File: config.mk
export PLATFORM = sky130hd
export DESIGN_NAME = fpsel_top
export DESIGN_NICKNAME = d
export VERILOG_FILES = /design/src/rtl/fpsel_pkg.sv /design/src/rtl/fpsel_field.sv /design/src/rtl/fpsel_order.sv /design/src/rtl/fpsel_pick.sv /design/src/rtl/fpsel_top.sv
export SDC_FILE = /design/constraint.sdc
export NUM_CORES = 1
export LEC_CHECK = 0
export BUFFER_PORTS_ARGS = -buffer_cell sky130_fd_sc_hd__buf_2
export CAP_MARGIN = 25
export CORE_ASPECT_RATIO = 1.1
export CORE_MARGIN = 5
export CORE_UTILIZATION = 45
export CTS_CLUSTER_DIAMETER = 200
export DETAILED_ROUTE_END_ITERATION = 10
export PLACE_DENSITY = 0.75
export SLEW_MARGIN = 20
export SYNTH_ARGS = -nofsm -noshare
export SYNTH_HDL_FRONTEND = slang
export SYNTH_SLANG_ARGS = --single-unit
File: constraint.sdc
create_clock -name clk -period 4.3 [get_ports clk]
set_clock_uncertainty 0.05 [all_clocks]
set_input_delay 0.43 -clock clk [delete_from_list [all_inputs] [get_ports clk]]
set_output_delay 0.43 -clock clk [all_outputs]
set_load 0.05 [all_outputs]
File: src/rtl/fpsel_pkg.sv
package fpsel_pkg;

  typedef enum logic [1:0] {
    OP_MIN    = 2'b00,
    OP_MAX    = 2'b01,
    OP_MINMAG = 2'b10,
    OP_MAXMAG = 2'b11
  } fpsel_op_e;

endpackage

File: src/rtl/fpsel_field.sv
// Splits one IEEE-754 word into sign, magnitude and a NaN indicator.
module fpsel_field #(
  parameter int W   = 64,
  parameter int EXP = 11
) (
  input  logic [W-1:0] word,
  output logic         sign,
  output logic [W-2:0] mag,
  output logic         is_nan
);
  localparam int FRAC = W - 1 - EXP;

  logic [EXP-1:0]  exp_bits;
  logic [FRAC-1:0] frac_bits;

  always_comb begin
    sign      = word[W-1];
    mag       = word[W-2:0];
    exp_bits  = word[W-2 -: EXP];
    frac_bits = word[FRAC-1:0];
    is_nan    = (&exp_bits) && (|frac_bits);
  end
endmodule

File: src/rtl/fpsel_order.sv
// Sign-magnitude ordering of two normalised operands.
module fpsel_order #(
  parameter int MW = 63
) (
  input  logic          sa,
  input  logic [MW-1:0] ma,
  input  logic          sb,
  input  logic [MW-1:0] mb,
  output logic          a_gt_b,
  output logic          a_eq_b,
  output logic          mag_gt,
  output logic          mag_eq
);
  always_comb begin
    mag_gt = ma > mb;
    mag_eq = ma == mb;
    a_eq_b = (sa == sb) && mag_eq;
    if (sa != sb)
      a_gt_b = !sa;          // the positive one wins, including +0 over -0
    else if (!sa)
      a_gt_b = mag_gt;
    else
      a_gt_b = !mag_gt && !mag_eq;
  end
endmodule

File: src/rtl/fpsel_pick.sv
// Decides which operand is forwarded.
module fpsel_pick
  import fpsel_pkg::*;
(
  input  logic [1:0] op,
  input  logic       nan_a,
  input  logic       nan_b,
  input  logic       a_gt_b,
  input  logic       a_eq_b,
  input  logic       mag_gt,
  input  logic       mag_eq,
  output logic       take_b
);
  logic mag_lt;
  logic tie_pick;

  always_comb begin
    mag_lt   = !mag_gt && !mag_eq;
    tie_pick = !a_gt_b;      // equal magnitudes: keep the larger signed value
    if (nan_a && nan_b)
      take_b = 1'b0;
    else if (nan_a)
      take_b = 1'b1;
    else if (nan_b)
      take_b = 1'b0;
    else begin
      unique case (fpsel_op_e'(op))
        OP_MIN:    take_b = a_gt_b || a_eq_b;
        OP_MAX:    take_b = !a_gt_b;
        OP_MINMAG: take_b = mag_gt ? 1'b1 : (mag_lt ? 1'b0 : tie_pick);
        OP_MAXMAG: take_b = mag_lt ? 1'b1 : (mag_gt ? 1'b0 : tie_pick);
        default:   take_b = 1'b0;
      endcase
    end
  end
endmodule

File: src/rtl/fpsel_top.sv
module fpsel_top #(
  parameter int DW   = 64,
  parameter int SW   = 32,
  parameter int DEXP = 11,
  parameter int SEXP = 8
) (
  input  logic          clk,
  input  logic          rst_n,
  input  logic          in_valid,
  output logic          in_ready,
  input  logic [1:0]    op,
  input  logic          dbl,
  input  logic [DW-1:0] a,
  input  logic [DW-1:0] b,
  output logic          out_valid,
  input  logic          out_ready,
  output logic [DW-1:0] out_data
);
  localparam int MW  = DW - 1;
  localparam int SMW = SW - 1;

  logic [1:0][DW-1:0] opnd;
  logic [1:0]         n_sign;
  logic [1:0][MW-1:0] n_mag;
  logic [1:0]         n_nan;

  assign opnd[0] = a;
  assign opnd[1] = b;

  for (genvar i = 0; i < 2; i++) begin : g_opnd
    logic           d_sign, s_sign, d_nan, s_nan;
    logic [MW-1:0]  d_mag;
    logic [SMW-1:0] s_mag;

    fpsel_field #(.W(DW), .EXP(DEXP)) u_dfield (
      .word(opnd[i]), .sign(d_sign), .mag(d_mag), .is_nan(d_nan)
    );
    fpsel_field #(.W(SW), .EXP(SEXP)) u_sfield (
      .word(opnd[i][SW-1:0]), .sign(s_sign), .mag(s_mag), .is_nan(s_nan)
    );

    always_comb begin
      if (dbl) begin
        n_sign[i] = d_sign;
        n_mag[i]  = d_mag;
        n_nan[i]  = d_nan;
      end else begin
        n_sign[i] = s_sign;
        n_mag[i]  = {{(MW-SMW){1'b0}}, s_mag};
        n_nan[i]  = s_nan;
      end
    end
  end

  logic a_gt_b, a_eq_b, mag_gt, mag_eq, take_b;

  fpsel_order #(.MW(MW)) u_order (
    .sa(n_sign[0]), .ma(n_mag[0]), .sb(n_sign[1]), .mb(n_mag[1]),
    .a_gt_b(a_gt_b), .a_eq_b(a_eq_b), .mag_gt(mag_gt), .mag_eq(mag_eq)
  );

  fpsel_pick u_pick (
    .op(op), .nan_a(n_nan[0]), .nan_b(n_nan[1]),
    .a_gt_b(a_gt_b), .a_eq_b(a_eq_b), .mag_gt(mag_gt), .mag_eq(mag_eq),
    .take_b(take_b)
  );

  logic [DW-1:0] chosen;
  logic [DW-1:0] result;

  always_comb begin
    chosen = take_b ? b : a;
    result = dbl ? chosen : {{(DW-SW){1'b0}}, chosen[SW-1:0]};
  end

  assign in_ready = !out_valid || out_ready;

  always_ff @(posedge clk) begin
    if (!rst_n) begin
      out_valid <= 1'b0;
      out_data  <= '0;
    end else if (in_ready) begin
      out_valid <= in_valid;
      if (in_valid) out_data <= result;
    end
  end
endmodule

-- Word-level counts from Yosys, hierarchy flattened
Index checks and enable logic that the tools add are counted.
- output and inout bits: 66
- bits of input ports: 135
- register bits after elaboration: 65
- reductions and logical operators: 24
- mux-type cells: 18
- order comparisons: 1
- equal/unequal tests: 6
- operator list (kind ; count):
    $mux W64 ; 2
    $mux W63 ; 2
    $reduce_or A52 Y1 ; 2
    $eq A63 B63 Y1 ; 1
    $gt A63 B63 Y1 ; 1
    $reduce_or A23 Y1 ; 2
    $reduce_and A11 Y1 ; 2
    $reduce_and A8 Y1 ; 2
    $mux W1 ; 13
    $logic_and A1 B1 Y1 ; 7
    $logic_not A1 Y1 ; 5
    $eq A2 B2 Y1 const B ; 2
    $pmux W1 S4 ; 1
    $eq A2 B1 Y1 const B ; 1
    $logic_not A2 Y1 ; 1
    $logic_or A1 B1 Y1 ; 2
    $reduce_and A2 Y1 ; 1
    $eq A1 B1 Y1 ; 1
    $ne A1 B1 Y1 ; 1

-- Logic depth before layout (Yosys ltp)
Gate-level depths: netlist (run 1).
- depth after elaboration: 15
- mapped depth: 17
- depth with buffers taken out: 12

-- Hierarchy
From an unflattened synthesis (run 1), not the netlist that was laid out.
- cell total of the unflattened synthesis: 908
- area, all modules: 7803.7 sq um
- modules (own cells, without submodules) (module ; instances ; area each (sq um) ; cells an instance ; sequential area each (sq um)):
    fpsel_top ; 1 ; 4142.7 ; 405 ; 1301.2
    fpsel_order ; 1 ; 1697.9 ; 234 ; 0.0
    fpsel_field at g_opnd[0].u_dfield ... ; 2 ; 619.3 ; 86 ; 0.0
    fpsel_field at g_opnd[0].u_sfield ... ; 2 ; 329.1 ; 44 ; 0.0
    fpsel_pick ; 1 ; 66.3 ; 9 ; 0.0

-- Worst setup path after synthesis (run 1)
OpenSTA, ideal clock, no wires.
- kind: input -> register
- start: input port dbl
- end: register out_data[10]
- cell stages on the path: 16
- library setup time: 0.091 ns
- path slack: 0.411 ns
- data arrival time: 3.748 ns
- required time: 4.159 ns
- cell sequence: clkbuf_1 -> clkbuf_1 -> clkbuf_1 -> nand2_1 -> ha_1 -> nand4_1 -> nor4_4 -> nand2_2 -> a2111oi_2 -> nor4_2 -> o211a_1 -> a311oi_2 -> a21oi_2 -> buf_6 -> buf_2 -> a311oi_1
- longest elaborated chain between the ends: 15
- RTL lines (what ; line ; source):
    start, declared ; fpsel_top.sv:12 ; input logic dbl,
    $mux W63 ; fpsel_top.sv:43 ; if (dbl) begin
    $gt A63 B63 Y1 or $eq A63 B63 Y1 (tied branches) ; fpsel_order.sv:15, fpsel_order.sv:16 ;
    $logic_not A1 Y1 ; fpsel_order.sv:23, fpsel_pick.sv:18 ;
    $logic_and A1 B1 Y1 ; fpsel_order.sv:23, fpsel_pick.sv:18 ;
    $mux W1 ; fpsel_order.sv:20 ; else if (!sa)
    $mux W1 ; fpsel_order.sv:18 ; if (sa != sb)
    $logic_not A1 Y1 ; fpsel_pick.sv:19, fpsel_pick.sv:29 ;
    $mux W1 (on tied branches) (2 in series) ; fpsel_pick.sv:31, fpsel_pick.sv:30 ;
    $pmux W1 S4 ; fpsel_pick.sv:27 ; unique case (fpsel_op_e'(op))
    $mux W1 ; fpsel_pick.sv:24 ; else if (nan_b)
    $mux W1 ; fpsel_pick.sv:22 ; else if (nan_a)
    $mux W1 * ; fpsel_pick.sv:20 ; if (nan_a && nan_b)
    $mux W64 * ; fpsel_top.sv:72 ; chosen = take_b ? b : a;
    $mux W64 * ; fpsel_top.sv:73 ; result = dbl ? chosen : {{(DW-SW){1'b0}}, chosen[SW-1:0]};
    end signal, assigned ; fpsel_top.sv:84 ; if (in_valid) out_data <= result;
    end, declared ; fpsel_top.sv:17 ; output logic [DW-1:0] out_data
Mark *: on every way between the ends. The rest lies on a longest branch, timed or not.
A chain may end at the register's enable or synchronous reset.

-- Worst setup path in the final report (run 1)
- start: input port dbl
- end: register out_data[39]
- longest elaborated chain between the ends: 15
- RTL lines (what ; line):
    $mux W63 ; fpsel_top.sv:43
    $gt A63 B63 Y1 or $eq A63 B63 Y1 (tied branches) ; fpsel_order.sv:15, fpsel_order.sv:16
    $logic_not A1 Y1 ; fpsel_order.sv:23, fpsel_pick.sv:18
    $logic_and A1 B1 Y1 ; fpsel_order.sv:23, fpsel_pick.sv:18
    $mux W1 ; fpsel_order.sv:20
    $mux W1 ; fpsel_order.sv:18
    $logic_not A1 Y1 ; fpsel_pick.sv:19, fpsel_pick.sv:29
    $mux W1 (on tied branches) (2 in series) ; fpsel_pick.sv:31, fpsel_pick.sv:30
    $pmux W1 S4 ; fpsel_pick.sv:27
    $mux W1 ; fpsel_pick.sv:24
    $mux W1 ; fpsel_pick.sv:22
    $mux W1 ; fpsel_pick.sv:20
    $mux W64 ; fpsel_top.sv:72
    $mux W64 * ; fpsel_top.sv:73
Marks and branches as above.

==> flow_metrics.py, run 1 <==
metrics = {
    "outcome": {
        "outcome": "finished, final reports clean",
    },
    "cts": {
        "clk-insertion-delay-late_ns": 0.33,
        "cts_hold_buf": 0,
        "cts_resized": 0,
        "cts.sinks": 65,
        "h-tree-depth": 3,
        "post-cts-setup-buffers": 0,
        "cts_tree": "done",
        "clkTransAtPathRegs_ns": 0.06,
        "clk_path_buf_depth": 2,
        "cts_buffers": 9,
        "cts-root-buf": "clkbuf_16",
    },
    "logic_synthesis": {
        "yosysSeqAreaShare": 0.2608,
        "avgSynthCellArea_um2": 7.895,
        "synth.most_common_cell": "nand2_1",
        "yosys-top-cells-count": "nand2_1, dfxtp_1, ha_1, o21ai_0, inv_1",
        "netlist_area_um2": 4990,
        "synth_top_cell_by_area": "dfxtp_1",
        "ys_top_cells_by_area": "dfxtp_1, ha_1, mux2i_1, nand2_1, a311oi_1",
        "async_flop_share": 0,
        "yosysTopAreaCellShare": 0.2608,
        "synth_ff_type": "dfxtp_1",
        "synth_nets": 830,
        "synth_edf_count": 0,
        "synth-seq-cells": 65,
        "synthCells": 632,
        "synth_warnings": 0,
        "synth.distinct_cells": 44,
    },
    "setup_path": {
        "path_cells": "buf_2 > buf_12 > and2_1 > ha_1 > nand4_1 > nor4_4 > nand2_2 > nor4_2 > inv_1 > a221oi_1 > a21oi_1 > a21oi_4 > buf_4 > mux2i_1 > o21ai_1",
        "required_ns": 4.45,
        "cp.arrival_ns": 3.83,
        "r2r_setup_slack_ns": 2.60,
        "worstSetupPathType": "input pin to flop",
        "path_max_fanout": 69,
        "slowest_stage": "nor4_4",
        "r2r_cells": 5,
        "startpoint_type": "input pin",
        "r2r_start": "out_valid",
        "max_stage_delay_ns": 0.44,
        "end_kind": "flop",
        "r2r-end": "out_data[28]",
    },
    "min_path": {
        "holdPathEnd": "out_valid",
        "hold_class": "input pin to flop",
        "min_path_cells": 3,
        "holdCritStartpoint": "in_valid",
    },
    "global_route": {
        "grt.overflow.total": 0,
        "grt_pass1_vias": 5440,
        "antenna_found_initial": 0,
        "grt_usage": 0.2386,
        "grt_first_pass_wirelength_um": 26210,
        "grt_max_degree": 73,
    },
    "die": {
        "die_x_um": 110.4,
        "rows": 40,
        "start_util": 0.4573,
        "die_h_um": 120.4,
        "die-area_um2": 13300,
        "core_um2": 10910,
        "num_io_pins": 201,
    },
    "placed_design": {
        "placed_cell_area_um2": 6076,
        "io_buffer_count": 200,
        "dp_hpwl_um": 12980,
        "gp_congestion": 0.8686,
    },
    "drt": {
        "antenna_left": 0,
        "wl_per_cell_um": 17.12,
        "routed-wl-met2_um": 8014,
        "top_layer": "met4",
        "vias_per_cell": 5.714,
        "routed_wirelength_um": 16470,
        "drt-met1-wl_um": 6817,
        "first_pass_iters": 5,
        "drc_errors": 0,
        "drtIter0Drc": 435,
        "met3_length_um": 1375,
        "vias": 5497,
    },
    "flow_run": {
        "drv_cap": 0,
    },
    "sta": {
        "tightestPinTransition_ns": 0.6975,
        "fin_crit_sh": 0.8562,
        "slew_viol_final": 0,
        "hold_viol_final": 0,
        "fin_setup_tns_ns": 0,
        "slew_headroom": 0.5345,
        "worst_hold_slack_ns": 0.3128,
        "setup_viol": 0,
        "finalCriticalPeriod_ns": 3.682,
        "max_freq_mhz": 271.6,
        "rsz0062_at_grt": "false",
    },
    "power_and_ir_drop": {
        "p_sw_mw": 0.7985,
        "p_per_area_nw_per_um2": 348.8,
        "combPwrFrac": 0.332,
        "p_seq_frac": 0.303,
        "ir_worst_vdd_mv": 0.1736,
        "switching_share": 0.3574,
        "total_leakage_power_nw": 3.074,
        "clockPowerShare": 0.365,
        "p_int_mw": 1.436,
    },
    "cells_and_area": {
        "layout-drive-gt1-share": 0.2859,
        "stdcell_area_um2": 6406,
        "nFillCells": 1044,
        "fin_util": 0.5872,
        "fin_nets": 1008,
        "n_antenna_cell": 0,
        "area_growth_syn_to_layout_pct": 28.39,
    },
}
-- metrics by stage --
stage          total power, mW  std cells  setup slack [ns]
3_3_place_gp             1.408        946            0.4196
3_5_place_dp             1.428        946            0.2740
2_1_floorplan            1.207        632            0.4107
4_1_cts                  2.245        962            0.6175
6_report                 2.234        962            0.6182
5_1_grt                  2.340        962            0.3162
-- state kept, by name (all words and copies together), names as in the netlist --
| name | flops |
|---|---|
| out_data | 64 |
| out_valid | 1 |
-- final cells by class --
class | instances | area, um2 | share of cell area
Tap cell | 147 | 183.9 | 0.02871
Timing Repair Buffer | 205 | 1064 | 0.1660
Clock buffer | 11 | 252.7 | 0.03945
Multi-Input combinational cell | 489 | 3377 | 0.5271
Inverter | 40 | 150.1 | 0.02344
Sequential cell | 65 | 1301 | 0.2031
Clock inverter | 5 | 77.57 | 0.01211
-- critical path, delay by kind of cell --
kind / cells / cell delay [ns]
AOI/OAI and AO/OA: 4 / 0.71
and+or+nand+nor: 5 / 1.30
buffers and inverters: 4 / 0.81
adders and majority gates: 1 / 0.29
muxes: 1 / 0.26
-- logic make-up (layout without fill, tap and decap cells) --
logic type | after synthesis | count (layout) | synth area share
buf+inv | 78 | 261 | 0.06544
fa+ha+maj | 63 | 63 | 0.1580
flops | 65 | 65 | 0.2608
xor+xnor | 1 | 1 | 0.001756
mux | 37 | 37 | 0.07422
compound gates | 155 | 155 | 0.1966
simple gates | 233 | 233 | 0.2432
-- placed cells by master, fill, tap and decap left out, types with 3 or more instances in the layout --
cell and count:
nand3_1 7, a311oi_1 30, nand2_1 81, o21ai_0 52, mux2i_1 37, buf_2 200
dfxtp_1 65, and2_1 32, inv_1 39, buf_4 3, o21ai_1 23, nor3_1 38
a221oi_1 3, nor4_1 26, nand4_1 24, a41oi_1 3, nand3b_1 3, a21oi_1 28
nor2_1 8, clkbuf_16 9, ha_1 63
-- layer usage --
metal  up-vias  GRT usage
met1      2533     0.2852
li1       2714          -
met3        24    0.06507
met4         0    0.07467
met2       226     0.4165
met5         -          0
-- power groups by stage --
stage / clock [mW] / combinational (mW) / sequential (mW)
2_1_floorplan: 0 / 0.349 / 0.858
3_5_place_dp: 0 / 0.740 / 0.688
6_report: 0.816 / 0.743 / 0.676
3_3_place_gp: 0 / 0.720 / 0.687
5_1_grt: 0.851 / 0.808 / 0.681
4_1_cts: 0.825 / 0.744 / 0.676
-- worst max-delay path by stage --
stage / startpoint / endpoint / depth (start not counted)
6_report: dbl / out_data[39] / 15
5_1_grt: dbl / out_data[53] / 15
4_1_cts: dbl / out_data[39] / 15
3_5_place_dp: dbl / out_data[52] / 15
3_3_place_gp: dbl / out_data[36] / 15
2_1_floorplan: dbl / out_data[10] / 16
Note: power is estimated with default switching activity, not from simulation.
==> run 2: changes to the inputs <==
- PLACE_DENSITY: 0.75 -> 0.86
==> flow_metrics.py, run 2 (synthesis gave the netlist of run 1 again) <==
metrics = {
    "outcome": {
        "outcome": "finished, final reports clean",
    },
    "cells_and_area": {
        "layout-drive-gt1-share": 0.2815,
        "largest_registers": "out_data (64), out_valid (1)",
        "largest_register": "out_data",
        "seq_area_um2": 1301,
        "layout_common_cells": "buf_2, nand2_1, dfxtp_1",
        "area_growth_syn_to_layout_pct": 28.03,
        "nFillCells": 1057,
        "layout_commonest_cell": "buf_2",
        "multi_input_area_um2": 3371,
        "largest_reg_flops": 64,
        "n_antenna_cell": 0,
        "fin_nets": 1010,
    },
    "global_route": {
        "antenna_found_initial": 0,
        "grt.overflow.total": 0,
        "grt_usage": 0.2281,
        "grt_first_pass_wirelength_um": 25280,
        "grt_max_degree": 75,
        "grt_pass1_vias": 5295,
    },
    "cts": {
        "cts_resized": 0,
        "clkTransAtPathRegs_ns": 0.05,
        "cts-root-buf": "clkbuf_16",
        "h-tree-depth": 3,
        "clk_path_buf_depth": 2,
        "cts_buffers": 9,
        "cts_hold_buf": 0,
        "post-cts-setup-buffers": 0,
        "cts_tree": "done",
        "clk-insertion-delay-late_ns": 0.33,
        "cts.sinks": 65,
    },
    "sta": {
        "hold_viol_final": 0,
        "rsz0062_at_grt": "false",
        "max_freq_mhz": 277.4,
        "slew_viol_final": 0,
        "fin_crit_sh": 0.8384,
        "finalCriticalPeriod_ns": 3.605,
        "fin_setup_tns_ns": 0,
        "slew_headroom": 0.5875,
        "worst_hold_slack_ns": 0.3126,
        "tightestPinTransition_ns": 0.6131,
        "setup_viol": 0,
    },
    "die": {
        "die_x_um": 110.4,
        "die-area_um2": 13300,
        "start_util": 0.4573,
        "num_io_pins": 201,
        "core_um2": 10910,
        "rows": 40,
        "die_h_um": 120.4,
    },
    "power_and_ir_drop": {
        "total_leakage_power_nw": 3.063,
        "ir_worst_vdd_mv": 0.1847,
        "p_per_area_nw_per_um2": 328.2,
    },
    "placed_design": {
        "gp_congestion": 0.8470,
        "io_buffer_count": 200,
        "dp_hpwl_um": 12640,
    },
    "setup_path": {
        "r2r_cells": 7,
        "path_max_fanout": 74,
        "cp.arrival_ns": 3.75,
        "required_ns": 4.45,
        "end_kind": "flop",
        "startpoint_type": "input pin",
        "slowest_stage": "nor4_4",
        "worstSetupPathType": "input pin to flop",
        "max_stage_delay_ns": 0.45,
        "path_cells": "buf_2 > buf_12 > and2_1 > ha_1 > nand4_1 > nor4_4 > nand2_2 > nor4_2 > inv_1 > a221oi_1 > a21oi_1 > a21oi_4 > buf_12 > mux2i_1 > o21ai_0",
        "cpMostUsedCell": "buf_12",
    },
    "drt": {
        "routed_wirelength_um": 15760,
        "antenna_left": 0,
        "vias_per_cell": 5.652,
        "drc_errors": 0,
        "vias": 5449,
        "wl_per_cell_um": 16.35,
        "drtIter0Drc": 376,
        "first_pass_iters": 5,
    },
    "flow_run": {
        "drv_cap": 0,
    },
    "min_path": {
        "hold_class": "input pin to flop",
        "min_path_cells": 3,
    },
}
-- run 2: layer usage --
metal,routed length [um],share of wire,up-vias,track usage
met3,1116,0.071,18,0.04605
met2,7776,0.49,207,0.4040
met4,211,0.013,0,0.07236
met1,6655,0.42,2512,0.2776
met5,0,0,-,0
li1,-,-,2712,-
-- run 2: area by class of cell --
type / count / area share
inverter: 40 / 0.02350
tap: 147 / 0.02879
sequential: 65 / 0.2037
multi-input combinational: 489 / 0.5276
clock buffer: 14 / 0.04132
timing repair buffer: 207 / 0.1731
clock inverter: 2 / 0.001958
-- run 2: critical path, delay by kind of cell --
family | cells | cell delay (ns)
and+or+nand+nor | 5 | 1.26
buffers and inverters | 4 | 0.73
AOI/OAI and AO/OA | 4 | 0.72
adders and majority gates | 1 | 0.29
muxes | 1 | 0.23
-- run 2: per-stage QoR --
| stage | power (mW) | cell area (um2) | utilization | worst slack (ns) | cells |
|---|---|---|---|---|---|
| final | 2.097 | 6389 | 0.5856 | 0.6948 | 964 |
| after floorplan | 1.207 | 4990 | - | 0.4107 | 632 |
| after global placement | 1.410 | 6070 | 0.5563 | 0.4324 | 946 |
| after detailed placement | 1.424 | 6085 | 0.5577 | 0.3297 | 947 |
| after CTS | 2.115 | 6361 | 0.5830 | 0.6694 | 963 |
| after global routing | 2.205 | 6389 | 0.5856 | 0.2368 | 964 |
-- run 2: path summary, 6_finish.rpt --
kind	startpoint	to	slack (ns)
setup / recovery	dbl	out_data[34]	0.69
hold reg to reg	out_data[54]	out_data[54]	0.40
setup reg to reg	out_valid	out_data[42]	2.45
hold / removal	in_valid	out_valid	0.31
-- run 2: power by group --
group | switching, mW | total (mW) | internal [mW]
clock | 0.260 | 0.681 | 0.421
combinational | 0.490 | 0.741 | 0.251
sequential | 0.0221 | 0.675 | 0.653
==> run 3: changes to the inputs <==
- clock period: 4.3 -> 3.4 ns (I/O delays scaled with it)
==> flow_metrics.py, run 3 (synthesis gave the netlist of run 1 again) <==
metrics = {
    "power_and_ir_drop": {
        "p_per_area_nw_per_um2": 435.5,
        "clockPowerShare": 0.363,
        "p_seq_frac": 0.275,
        "total_leakage_power_nw": 3.406,
        "p_sw_mw": 1.072,
        "ir_worst_vdd_mv": 0.2436,
        "combPwrFrac": 0.363,
        "power_mw": 3.107,
        "p_int_mw": 2.035,
        "switching_share": 0.3450,
    },
    "cts": {
        "clk-insertion-delay-late_ns": 0.34,
        "cts.sinks": 65,
        "h-tree-depth": 3,
        "clkTransAtPathRegs_ns": 0.06,
        "cts_tree": "done",
        "clk_path_buf_depth": 2,
        "cts-root-buf": "clkbuf_16",
        "cts_buffers": 9,
    },
    "cells_and_area": {
        "fin_nets": 1055,
        "layout_commonest_cell": "buf_2",
        "area_growth_syn_to_layout_pct": 42.95,
        "layout-drive-gt1-share": 0.3492,
        "nFillCells": 918,
        "layout_common_cells": "buf_2, nand2_1, dfxtp_1",
        "largest_register": "out_data",
        "largest_registers": "out_data (64), out_valid (1)",
        "fin_cells": 1009,
        "stdcell_area_um2": 7133,
        "largest_reg_flops": 64,
        "n_antenna_cell": 0,
    },
    "die": {
        "num_io_pins": 201,
        "die-area_um2": 13300,
        "die_h_um": 120.4,
        "die_x_um": 110.4,
        "start_util": 0.4573,
        "rows": 40,
        "core_um2": 10910,
    },
    "flow_run": {
        "drv_cap": 0,
    },
    "min_path": {
        "holdCritStartpoint": "in_valid",
        "min_path_cells": 3,
        "hold_class": "input pin to flop",
        "holdPathEnd": "out_valid",
    },
    "placed_design": {
        "gp_congestion": 0.8956,
        "dp_hpwl_um": 13160,
        "placed_cell_area_um2": 6430,
        "io_buffer_count": 200,
        "dp_cells": 979,
    },
    "setup_path": {
        "r2r_setup_slack_ns": 1.49,
        "r2r_start": "out_valid",
        "path_cells": "buf_12 > clkbuf_16 > and2_1 > ha_4 > nand4_1 > buf_4 > nor4_2 > nand2_2 > a2111oi_4 > nor4_4 > o211a_1 > a311oi_2 > a21oi_4 > buf_6 > buf_12 > nor3_1 > a311oi_2",
        "cp.arrival_ns": 3.45,
        "slowest_stage": "ha_4",
        "max_stage_delay_ns": 0.28,
        "r2r_cells": 5,
        "worstSetupPathType": "input pin to flop",
        "path_buf_inv": 5,
        "path_max_fanout": 33,
        "worst-path-stages": 17,
        "required_ns": 3.55,
        "end_kind": "flop",
        "r2r-end": "out_data[3]",
        "startpoint_type": "input pin",
        "cp_top_family": "compound AO/OA/AOI/OAI gates",
    },
    "outcome": {
        "outcome": "finished, final reports clean",
    },
    "sta": {
        "slew_viol_final": 0,
        "fin_setup_tns_ns": 0,
        "setup_viol": 0,
        "rsz0062_at_grt": "true",
        "finalCriticalPeriod_ns": 3.306,
        "slew_headroom": 0.6082,
        "hold_viol_final": 0,
        "tightestPinTransition_ns": 0.5877,
        "fin_crit_sh": 0.9723,
        "max_freq_mhz": 302.5,
    },
    "drt": {
        "vias_per_cell": 5.827,
        "first_pass_iters": 5,
        "wl_per_cell_um": 17.76,
        "antenna_left": 0,
        "drc_errors": 0,
        "vias": 5879,
        "drtIter0Drc": 453,
        "routed_wirelength_um": 17920,
    },
    "global_route": {
        "grt_first_pass_wirelength_um": 27080,
        "grt_max_degree": 43,
        "grt.overflow.total": 0,
        "antenna_found_initial": 0,
        "grt_pass1_vias": 5614,
        "grt_usage": 0.2443,
    },
}
[run 3: changes by cell type in the layout (fill, tap and decap cells not counted), sizes merged]
cell / change
buf: +40
clkinv: -1
bufinv: +3
clkbuf: +3
[run 3: worst max-delay path by stage]
stage,from,to
after floorplan,dbl,out_data[10]
after global placement,dbl,out_data[0]
after detailed placement,dbl,out_data[23]
after CTS,dbl,out_data[13]
after global routing,dbl,out_data[23]
final,dbl,out_data[29]
[run 3: area by class of cell]
cell class                 count  area [um2]  share of cell area
clock buffer                  12       266.5             0.03736
clock inverter                 4       97.59             0.01368
inverter                      40       150.1             0.02105
multi-input combinational    489        3567              0.5001
sequential                    65        1301              0.1824
tap                          147       183.9             0.02578
timing repair buffer         252        1567              0.2196
[run 3: power by group through the flow]
stage                     registers, mW  clock network [mW]  logic (mW)
after floorplan                    1.09                   0       0.476
after global placement            0.866                   0       0.969
after detailed placement          0.868                   0       0.983
after CTS                         0.853                1.14        1.02
after global routing              0.860                1.17        1.21
final                             0.854                1.13        1.13
[run 3: through the flow]
step	util	hold WS, ns	setup slack [ns]
2_1_floorplan	-	0.4289	0.001680
3_3_place_gp	0.5893	0.3805	-0.3423
3_5_place_dp	0.5893	0.3896	-0.5173
4_1_cts	0.6273	0.2085	-0.02766
5_1_grt	0.6538	0.2353	-0.03341
6_report	0.6538	0.2158	0.09408
[run 3: repair_timing]
item,CTS,global route
pin swaps,1,14
gates resized for setup,3,18
setup buffers,1,6
gates cloned,1,6
hold buffers,0,0
endpoints found under the setup margin,64,64
[run 3: worst min-delay path, cell delays in order]
cell	delay, ns
buf_2	0.11
inv_1	0.04
a21boi_0	0.06
[run 3: layer usage]
layer,up-vias,global-route usage,routed length [um]
met2,316,0.4226,8717
li1,2809,-,-
met4,0,0.1062,512
met5,-,0,0
met3,45,0.05255,1523
met1,2709,0.2919,7164
